$ cat src/rtl/board_ctrl_pkg.sv
package board_ctrl_pkg;
    localparam int unsigned BC_DATA_W = 32;
    localparam int unsigned BC_ADDR_W = 8;
    localparam int unsigned BC_N_IRQ  = 16;

    localparam logic [31:0] BC_CTRL_WMASK = 32'h000F_EEFF;

    localparam logic [7:0] OFS_LED_A   = 8'h10;
    localparam logic [7:0] OFS_LED_B   = 8'h14;
    localparam logic [7:0] OFS_LED_CTL = 8'h40;
    localparam logic [7:0] OFS_SWITCH  = 8'h60;
    localparam logic [7:0] OFS_MISC_W1 = 8'h80;
    localparam logic [7:0] OFS_MISC_W2 = 8'h84;
    localparam logic [7:0] OFS_MISC_W3 = 8'h88;
    localparam logic [7:0] OFS_MISC_RD = 8'h90;
    localparam logic [7:0] OFS_IRQ_EN  = 8'hC0;
    localparam logic [7:0] OFS_IRQ_PND = 8'hD0;
    localparam logic [7:0] OFS_SOCK0   = 8'hE0;
    localparam logic [7:0] OFS_SOCK1   = 8'hE4;

    localparam int unsigned N_PLAIN = 8;
    localparam int unsigned N_SOCK  = 2;

    localparam int unsigned SOCK_WR_BITS = 5;
    localparam int unsigned SOCK_CD_BIT  = 5;
    localparam int unsigned SOCK_RDY_BIT = 10;

    function automatic logic [7:0] plain_ofs(input int unsigned idx);
        case (idx)
            0:       return OFS_LED_A;
            1:       return OFS_LED_B;
            2:       return OFS_LED_CTL;
            3:       return OFS_SWITCH;
            4:       return OFS_MISC_W1;
            5:       return OFS_MISC_W2;
            6:       return OFS_MISC_W3;
            default: return OFS_MISC_RD;
        endcase
    endfunction

    function automatic logic [7:0] sock_ofs(input int unsigned idx);
        return (idx == 0) ? OFS_SOCK0 : OFS_SOCK1;
    endfunction

    function automatic int unsigned sock_irq(input int unsigned idx);
        return (idx == 0) ? 9 : 13;
    endfunction
endpackage

$ cat src/rtl/irq_sync_edge.sv
module irq_sync_edge #(
    parameter int unsigned N = 16
) (
    input  logic         clk,
    input  logic         rst_n,
    input  logic [N-1:0] async_in,
    output logic [N-1:0] sync_out,
    output logic [N-1:0] rise_out
);
    logic [N-1:0] stage1_q;
    logic [N-1:0] stage2_q;
    logic [N-1:0] hist_q;

    for (genvar b = 0; b < N; b++) begin : g_bit
        always_ff @(posedge clk or negedge rst_n) begin
            if (!rst_n) begin
                stage1_q[b] <= 1'b0;
                stage2_q[b] <= 1'b0;
                hist_q[b]   <= 1'b0;
            end else begin
                stage1_q[b] <= async_in[b];
                stage2_q[b] <= stage1_q[b];
                hist_q[b]   <= stage2_q[b];
            end
        end
        assign rise_out[b] = stage2_q[b] & ~hist_q[b];
    end

    assign sync_out = stage2_q;
endmodule

$ cat src/rtl/irq_pend_ctrl.sv
module irq_pend_ctrl #(
    parameter int unsigned N      = 16,
    parameter int unsigned DATA_W = 32,
    parameter logic [DATA_W-1:0] WMASK = DATA_W'(32'h000F_EEFF)
) (
    input  logic              clk,
    input  logic              rst_n,
    input  logic              wr_en_reg,
    input  logic              wr_pnd_reg,
    input  logic [DATA_W-1:0] wdata,
    input  logic [N-1:0]      rise,
    output logic [DATA_W-1:0] en_q,
    output logic [DATA_W-1:0] pnd_q,
    output logic              irq_out
);
    logic [DATA_W-1:0] rise_w;
    logic [DATA_W-1:0] pnd_base;
    logic [DATA_W-1:0] pnd_next;

    assign rise_w = DATA_W'(rise);

    always_comb begin
        pnd_base = wr_pnd_reg ? (wdata & WMASK) : pnd_q;
        pnd_next = pnd_base | (rise_w & en_q & WMASK);
    end

    always_ff @(posedge clk or negedge rst_n) begin
        if (!rst_n) begin
            en_q  <= '0;
            pnd_q <= '0;
        end else begin
            if (wr_en_reg) en_q <= wdata & WMASK;
            pnd_q <= pnd_next;
        end
    end

    assign irq_out = |(pnd_q & en_q);

    assert_pnd_overwrite_R3: assert property (@(posedge clk) disable iff (!rst_n)
        (wr_pnd_reg && (rise == '0)) |=> (pnd_q == ($past(wdata) & WMASK)));

    assert_no_unarmed_latch_R4: assert property (@(posedge clk) disable iff (!rst_n)
        (!wr_pnd_reg) |=> ((pnd_q & ~$past(pnd_q) & ~$past(rise_w & en_q)) == '0));

    assert_set_beats_write_R10: assert property (@(posedge clk) disable iff (!rst_n)
        wr_pnd_reg |=> (($past(rise_w & en_q & WMASK) & ~pnd_q) == '0));
endmodule

$ cat src/rtl/socket_status.sv
module socket_status #(
    parameter int unsigned DATA_W  = 32,
    parameter int unsigned WR_BITS = 5,
    parameter int unsigned CD_BIT  = 5,
    parameter int unsigned RDY_BIT = 10
) (
    input  logic              clk,
    input  logic              rst_n,
    input  logic              wr,
    input  logic [DATA_W-1:0] wdata,
    input  logic              card_in,
    output logic [DATA_W-1:0] status
);
    logic [WR_BITS-1:0] ctl_q;

    always_ff @(posedge clk or negedge rst_n) begin
        if (!rst_n)  ctl_q <= '0;
        else if (wr) ctl_q <= wdata[WR_BITS-1:0];
    end

    always_comb begin
        status                = '0;
        status[WR_BITS-1:0]   = ctl_q;
        status[CD_BIT]        = ~card_in;
        status[RDY_BIT]       = 1'b1;
    end

    assert_sock_upper_held_R7: assert property (@(posedge clk) disable iff (!rst_n)
        (wr && $stable(card_in)) |=> (status[DATA_W-1:WR_BITS] == $past(status[DATA_W-1:WR_BITS])));
endmodule

$ cat src/rtl/plain_reg_bank.sv
module plain_reg_bank #(
    parameter int unsigned N_REGS = 8,
    parameter int unsigned DATA_W = 32
) (
    input  logic                           clk,
    input  logic                           rst_n,
    input  logic [N_REGS-1:0]              wr_sel,
    input  logic [DATA_W-1:0]              wdata,
    output logic [N_REGS-1:0][DATA_W-1:0]  q
);
    for (genvar r = 0; r < N_REGS; r++) begin : g_reg
        always_ff @(posedge clk or negedge rst_n) begin
            if (!rst_n)         q[r] <= '0;
            else if (wr_sel[r]) q[r] <= wdata;
        end
    end

    assert_bank_onehot_R1: assert property (@(posedge clk) disable iff (!rst_n) $onehot0(wr_sel));
endmodule

$ cat src/rtl/board_irq_ctrl.sv
module board_irq_ctrl
    import board_ctrl_pkg::*;
#(
    parameter int unsigned ADDR_W = BC_ADDR_W,
    parameter int unsigned DATA_W = BC_DATA_W,
    parameter int unsigned N_IRQ  = BC_N_IRQ
) (
    input  logic              clk,
    input  logic              rst_n,
    input  logic [ADDR_W-1:0] reg_addr,
    input  logic              reg_we,
    input  logic [DATA_W-1:0] reg_wdata,
    output logic [DATA_W-1:0] reg_rdata,
    input  logic [N_IRQ-1:0]  irq_in,
    output logic              irq_out
);
    localparam logic [DATA_W-1:0] WMASK = DATA_W'(BC_CTRL_WMASK);

    logic [N_IRQ-1:0]                  sync_lvl;
    logic [N_IRQ-1:0]                  rise;
    logic [N_PLAIN-1:0]                plain_wr;
    logic [N_PLAIN-1:0][DATA_W-1:0]    plain_q;
    logic [N_SOCK-1:0]                 sock_wr;
    logic [N_SOCK-1:0][DATA_W-1:0]     sock_q;
    logic [DATA_W-1:0]                 en_q;
    logic [DATA_W-1:0]                 pnd_q;
    logic                              hit_en;
    logic                              hit_pnd;

    assign hit_en  = (reg_addr == ADDR_W'(OFS_IRQ_EN));
    assign hit_pnd = (reg_addr == ADDR_W'(OFS_IRQ_PND));

    for (genvar i = 0; i < N_PLAIN; i++) begin : g_pdec
        assign plain_wr[i] = reg_we && (reg_addr == ADDR_W'(plain_ofs(i)));
    end

    irq_sync_edge #(.N(N_IRQ)) u_sync (
        .clk      (clk),
        .rst_n    (rst_n),
        .async_in (irq_in),
        .sync_out (sync_lvl),
        .rise_out (rise)
    );

    irq_pend_ctrl #(.N(N_IRQ), .DATA_W(DATA_W), .WMASK(WMASK)) u_pend (
        .clk        (clk),
        .rst_n      (rst_n),
        .wr_en_reg  (reg_we && hit_en),
        .wr_pnd_reg (reg_we && hit_pnd),
        .wdata      (reg_wdata),
        .rise       (rise),
        .en_q       (en_q),
        .pnd_q      (pnd_q),
        .irq_out    (irq_out)
    );

    plain_reg_bank #(.N_REGS(N_PLAIN), .DATA_W(DATA_W)) u_bank (
        .clk    (clk),
        .rst_n  (rst_n),
        .wr_sel (plain_wr),
        .wdata  (reg_wdata),
        .q      (plain_q)
    );

    for (genvar s = 0; s < N_SOCK; s++) begin : g_sock
        assign sock_wr[s] = reg_we && (reg_addr == ADDR_W'(sock_ofs(s)));
        socket_status #(
            .DATA_W  (DATA_W),
            .WR_BITS (SOCK_WR_BITS),
            .CD_BIT  (SOCK_CD_BIT),
            .RDY_BIT (SOCK_RDY_BIT)
        ) u_sock (
            .clk     (clk),
            .rst_n   (rst_n),
            .wr      (sock_wr[s]),
            .wdata   (reg_wdata),
            .card_in (sync_lvl[sock_irq(s)]),
            .status  (sock_q[s])
        );
    end

    always_comb begin
        reg_rdata = '0;
        for (int i = 0; i < N_PLAIN; i++) begin
            if (reg_addr == ADDR_W'(plain_ofs(i))) reg_rdata = plain_q[i];
        end
        for (int s = 0; s < N_SOCK; s++) begin
            if (reg_addr == ADDR_W'(sock_ofs(s))) reg_rdata = sock_q[s];
        end
        if (hit_en)  reg_rdata = en_q;
        if (hit_pnd) reg_rdata = pnd_q;
    end

    assert_irq_drops_on_zero_mask_R5: assert property (@(posedge clk) disable iff (!rst_n)
        (reg_we && hit_en && ((reg_wdata & WMASK) == '0)) |=> !irq_out);

    assert_irq_rises_on_pend_write_R5: assert property (@(posedge clk) disable iff (!rst_n)
        (reg_we && hit_pnd && ((reg_wdata & en_q & WMASK) != '0) && !(reg_we && hit_en)) |=> irq_out);
endmodule

$ cat config.mk
export PLATFORM = sky130hd
export DESIGN_NAME = board_irq_ctrl
export DESIGN_NICKNAME = d
export VERILOG_FILES = /design/src/rtl/board_ctrl_pkg.sv /design/src/rtl/irq_sync_edge.sv /design/src/rtl/irq_pend_ctrl.sv /design/src/rtl/socket_status.sv /design/src/rtl/plain_reg_bank.sv /design/src/rtl/board_irq_ctrl.sv
export SDC_FILE = /design/constraint.sdc
export NUM_CORES = 1
export LEC_CHECK = 0
export CAP_MARGIN = 10
export CORE_MARGIN = 10
export CORE_UTILIZATION = 45
export CTS_BUF_LIST = sky130_fd_sc_hd__clkbuf_4 sky130_fd_sc_hd__clkbuf_8 sky130_fd_sc_hd__clkbuf_16
export CTS_CLUSTER_DIAMETER = 150
export DETAILED_ROUTE_END_ITERATION = 6
export DONT_BUFFER_PORTS = 1
export SLEW_MARGIN = 0
export SYNTH_ARGS = -nofsm -noshare
export SYNTH_HDL_FRONTEND = slang
export SYNTH_SLANG_ARGS = --single-unit
$ cat constraint.sdc
create_clock -name clk -period 1.8 [get_ports clk]
set_input_delay 0.09 -clock clk [delete_from_list [all_inputs] [get_ports clk]]
set_output_delay 0.09 -clock clk [all_outputs]
set_load 0.01 [all_outputs]
-- After elaboration in Yosys (flattened, before gate mapping)
Index checks and enable logic that the tools add are counted.
- flip-flop bits (word level): 364
- bits in latches: 0
- RAM bits: 0
- memory bits (read-only): 0
- memories: 0
- add/subtract/negate cells: 0
- multiply operators: 0
- divide/modulo/power cells: 0
- order comparisons: 0
- eq/ne operators: 12
- shift operators: 0
- mux-type cells: 13
- bitwise logic cells: 37
- reduce and logical (&&, ||, !) cells: 13
- operators with widths (kind ; count):
    32-bit two-way mux ; 13
    8-bit equality test, second input constant ; 8
    32-bit by 20-bit bitwise AND with 32-bit output ; 1
    32-bit by 20-bit OR with 32-bit output ; 1
    32-bit OR reduction ; 1
    16-bit by 20-bit bitwise AND with 20-bit output ; 1
    1-bit NOT ; 18
    1-bit bitwise AND ; 16
    8-bit by 5-bit equality test with 1-bit output, second input constant ; 2
    8-bit by 7-bit equality test with 1-bit output, second input constant ; 2
    1-bit logical AND ; 12

-- Logic depth before layout (Yosys ltp)
- depth after elaboration: 13
- gate-level depth with buffers: 9
- depth with buffers taken out: 5

-- By module
Synthesis repeated with hierarchy kept, for this count alone.
- cells, all modules: 1370
- area total of the unflattened synthesis: 18342.6 um2
- modules (own cells, without submodules) (module ; times used ; cells an instance ; area each (um2) ; seq. area each (um2)):
    plain_reg_bank ; 1 ; 544 ; 10760.3 ; 6406.1
    board_irq_ctrl ; 1 ; 540 ; 3658.5 ; 0.0
    irq_pend_ctrl ; 1 ; 144 ; 1726.7 ; 900.9
    irq_sync_edge ; 1 ; 64 ; 1421.4 ; 1201.2
    socket_status ; 2 ; 39 ; 387.9 ; 125.1

-- Worst setup path after synthesis
No wires, ideal clock.
- kind: input-to-output
- start point: input reg_addr[5]
- end point: output reg_rdata[16]
- arrival time: 1.681 ns
- required time: 1.710 ns
- path slack: 0.029 ns
- cell stages on the path: 7
- buffers on the path: 2
- cell sequence: buf_2 > or4b_1 > nor2_1 > buf_4 > o2bb2ai_1 > o22ai_1 > a31oi_1
- cells in the longest elaborated chain, start to end: 13
- elaborated cells between the ends (all ways): 24
- RTL lines (item ; RTL line ; text):
    from (decl) ; board_irq_ctrl.sv:10 ; input logic [ADDR_W-1:0] reg_addr,
    8-bit by 5-bit equality test with 1-bit output ; board_irq_ctrl.sv:85 ; if (reg_addr == ADDR_W'(plain_ofs(i))) reg_rdata = plain_q[i];
    32-bit two-way mux (8 in series) ; board_irq_ctrl.sv:85 ;
    32-bit two-way mux (2 in series) ; board_irq_ctrl.sv:88 ; if (reg_addr == ADDR_W'(sock_ofs(s))) reg_rdata = sock_q[s];
    32-bit two-way mux ; board_irq_ctrl.sv:90 ; if (hit_en) reg_rdata = en_q;
    32-bit two-way mux (*) ; board_irq_ctrl.sv:91 ; if (hit_pnd) reg_rdata = pnd_q;
    to (decl) ; board_irq_ctrl.sv:13 ; output logic [DATA_W-1:0] reg_rdata,
Every way passes the cells marked *; elsewhere a longest branch is shown, timed or not.

-- Final worst setup path
- start point: register g_sock[1].u_sock.ctl_q[3]
- end point: output reg_rdata[3]
- cells in the longest elaborated chain, start to end: 3
- RTL lines (item ; RTL line ; text):
    from (decl) ; socket_status.sv:14 ; logic [WR_BITS-1:0] ctl_q;
    from (signal assigned) ; socket_status.sv:18 ; else if (wr) ctl_q <= wdata[WR_BITS-1:0];
    32-bit two-way mux ; board_irq_ctrl.sv:88 ;
    32-bit two-way mux ; board_irq_ctrl.sv:90 ;
    32-bit two-way mux ; board_irq_ctrl.sv:91 ;
No other way between the ends.

==> metrics.md <==
| Metric | Value |
|---|---|
| Tot GR Track Use | 19.7% |
| Global route overflow | 0 |
| Pre-CTS WS | -0.118 ns |
| Data arrival, critical path | approximately 2.0 ns |
| Post-synth EDFFs | 0 |
| Synth Instances | between 1000 and 1500 |
| Switch Pwr | about 4 mW |
| Most Crowded Layer GR | met2 |
| Synthesized area per cell | 12.5 sq um |
| WL/cell | ~24 um |
| Max incr delay on CP | 0.52 ns |
| DR vias | 10638 |
| DR DRC count | 0 |
| Pint | about 14 mW |
| Total die area | 42200 sq um |
| Tmin final | 2.05 ns |
| Clock root buffer | clkbuf_16 |
| CTS tree | yes |
| 1st-iter DRT viols | 753 |
| DRT Wirelength | 42300 um |
| Max Clk Rate | 488 MHz |
| Yosys top cell by area | dfrtp_1 |
| M3 GR Usage | 4.07% |
| Worst VDD drop | 877 uV |
| First-pass GRT wire length | 65200 um |
| Endpoints failing hold | 344 |
| Syn. warnings | 0 |
| Storage cell area | between 8000 and 9000 sq um |
| Worst skew pair latency | 0.54 ns |
| Syn Nets | 1300 |
| CP Launch Type | flop |
| PortBufs | 0 |
| Critical-path cell list | or4b_4 > o21ai_2 > nand3_1 > a211o_1 |
| Final setup vio count | 19 |
| Fin Setup TNS | -1.43 ns |
| Critical Path Slowest Stage Cell | or4b_4 |
| Post-synth top cells | dfrtp_1, mux2_1, mux2_2, nand2_1, buf_2 |
| Cell area after placement | 16400 sq um |
| Sequential power share | 46.1% |
| Die extent in x | 205 um |
| Max_slew headroom | just under 50% |
| Layout cells sized above 1 | 27.1% |
| Clock buffer count from CTS | 39 |
| Area of the multi-input gates | 6790 sq um |
| Fin worst setup slack | -0.249 ns |
| Cell Area, Synth | 15500 sq um |
| RePlAce Congestion | 0.816 |
| Grt met2 use | 31.2% |
| Largest net degree at the start of global routing | 345 |
| Die Span Y | just over 200 um |
| Top-count cell post-synth | dfrtp_1 |
| Overall power consumption | 18.1 mW |
| Final Cycle Share | 114% |
| Setup crit end kind | output port |
| 1st-pass router iterations | 5 |
| Status | complete, but fails checks |
| Starting Density | 45.9% |
| Net Sw Frac | 21.5% |
| Clock group share of total power | around half |
| Measured slew at the worst slew-check pin | roughly 0.77 ns |
| Design area | 18900 sq um |
| # fillers | 2851 |
| Crit-path max FO | 2 |
| Post-route ant nets | 0 |
| Failing checks | hold timing, setup timing |
| Vias/cell | 5.91 |
| Synth async-reset ratio | 100% |
| Unrepaired setup endpoints after global routing | true |
| Met1 usage | between 20% and 30% |
| Reg clk slew, reported paths | 0.06 ns |
| H-Tree Depth | 2 |
| Clock tree buffer depth | 3 |
| Largest cells by area after synthesis | dfrtp_1, mux2_1, mux2_2, a22oi_1, nand2_1 |
| Yosys top cell area share | 55.7% |
| Vias in the first global route | between 10000 and 15000 |
| Slew Viols, Final | 0 |
| # nets final | 1379 |
| Initial antenna violation count | 3 |
| Cts hold-fix bufs | 49 |
| Clock Sinks | 344 |
| Pwr Density | roughly 960 nW/um^2 |
| Primary FF master, synth | dfrtp_1 |
| Synth unique cells | 67 |
| WS Path Type | reg -> out |
| Max-cap viol count | 0 |
| Core Area | approximately 34000 sq um |
| Synth-to-layout area growth | 22.1% |
| Hold crit path type | in -> async |
| Hold WS | -0.735 ns |
| Post-DP HPWL | 26800 um |
| Critical Path RT | 1.71 ns |
| Synth Register Bits | around 340 |
| Io pins | 92 |
| Logic pwr share | 4.9% |
| Row count | 67 |
| Register area share after synthesis | 55.7% |
| Leakage power | about 9.0 nW |
| Fin Clk Skew | ~0.015 ns |
-- power groups by stage --
stage                     registers (mW)  clock network, mW  logic, mW
after floorplan                     8.40                  0      0.561
after global placement              8.45                  0      0.626
after detailed placement            8.47                  0      0.645
after CTS                           8.33               9.01      0.864
after global routing                8.38               9.31      0.955
final                               8.34               8.88      0.879
-- stage by stage --
stage	std cells	utilization [%]	hold WS (ns)
2_1_floorplan	1241	-	-0.206
3_3_place_gp	1671	48.8	-0.193
3_5_place_dp	1671	48.8	-0.193
4_1_cts	1795	55.5	-0.763
5_1_grt	1799	56.0	-0.768
6_report	1799	56.0	-0.735
-- layout by cell type (no fill, tap or decap), types with 16 or more instances in the layout --
cell / n
nor2_1: 40
dlygate4sd3_1: 48
a22oi_1: 36
a22oi_2: 19
o22ai_1: 19
dfrtp_1: 343
a21oi_1: 30
a21o_1: 16
o21ai_0: 17
clkbuf_16: 41
nand2_1: 97
buf_4: 69
mux2_2: 107
nand3_1: 25
buf_12: 18
mux2_1: 178
-- critical path: cells and delay by family (launching register included) --
kind	cells	cell delay, ns
AO/OA/AOI/OAI	2	0.44
flip-flops	1	0.38
AND/OR/NAND/NOR	2	0.61
-- per-layer routing --
layer	wire length [um]	part of all wire, %	vias up
li1	-	-	4737
met1	19000	45	5575
met2	19900	47	260
met3	2520	6.0	64
met4	864	2.0	2
met5	13	0.031	-
-- cell families after synthesis --
logic type / synth area share [%]
AO/OA/AOI/OAI: 11.6
AND/OR/NAND/NOR: 8.47
multiplexers: 21.0
buffers and inverters: 3.19
flip-flops: 55.7
-- sequential cells by signal (all words and copies together) (netlist names) --
name                 flops
u_sync.stage1_q         14
u_pend.pnd_q            18
u_pend.en_q             18
u_bank.q               256
u_sync.hist_q           14
g_sock.u_sock.ctl_q     10
u_sync.sync_out         14
-- what timing repair did --
| item | in CTS | in global routing |
|---|---|---|
| cloned | 0 | 0 |
| pin swaps | 44 | 34 |
| setup endpoints to repair | 33 | 33 |
| gates resized for setup | 54 | 36 |
| setup buffers | 5 | 3 |
| hold endpoints to repair | 660 | 344 |
-- final cells by class --
cell class                 instances  area share (%)
sequential                       344            45.6
multi-input combinational        792            36.0
timing repair buffer             142            7.62
clock buffer                      55            6.29
tap                              448            2.97
clock inverter                    16            1.48
inverter                           1          0.0199
antenna                            1          0.0133
-- final timing paths --
kind                                           start            endpoint  slack, ns  cells past startpoint
max in group asynchronous                      rst_n       u_bank.q[215]       1.96                      0
max                        g_sock[1].u_sock.ctl_q[3]        reg_rdata[3]      -0.25                      4
max reg2reg                         u_pend.pnd_q[17]    u_pend.pnd_q[17]       0.45                      4
min                                            rst_n  u_sync.stage1_q[2]      -0.74                      0
min reg2reg                       u_sync.stage1_q[2]  u_sync.sync_out[2]       0.35                      0
min in group clk                              reg_we       u_bank.q[200]       0.01                      3
Note: power is estimated with default switching activity, not from simulation.
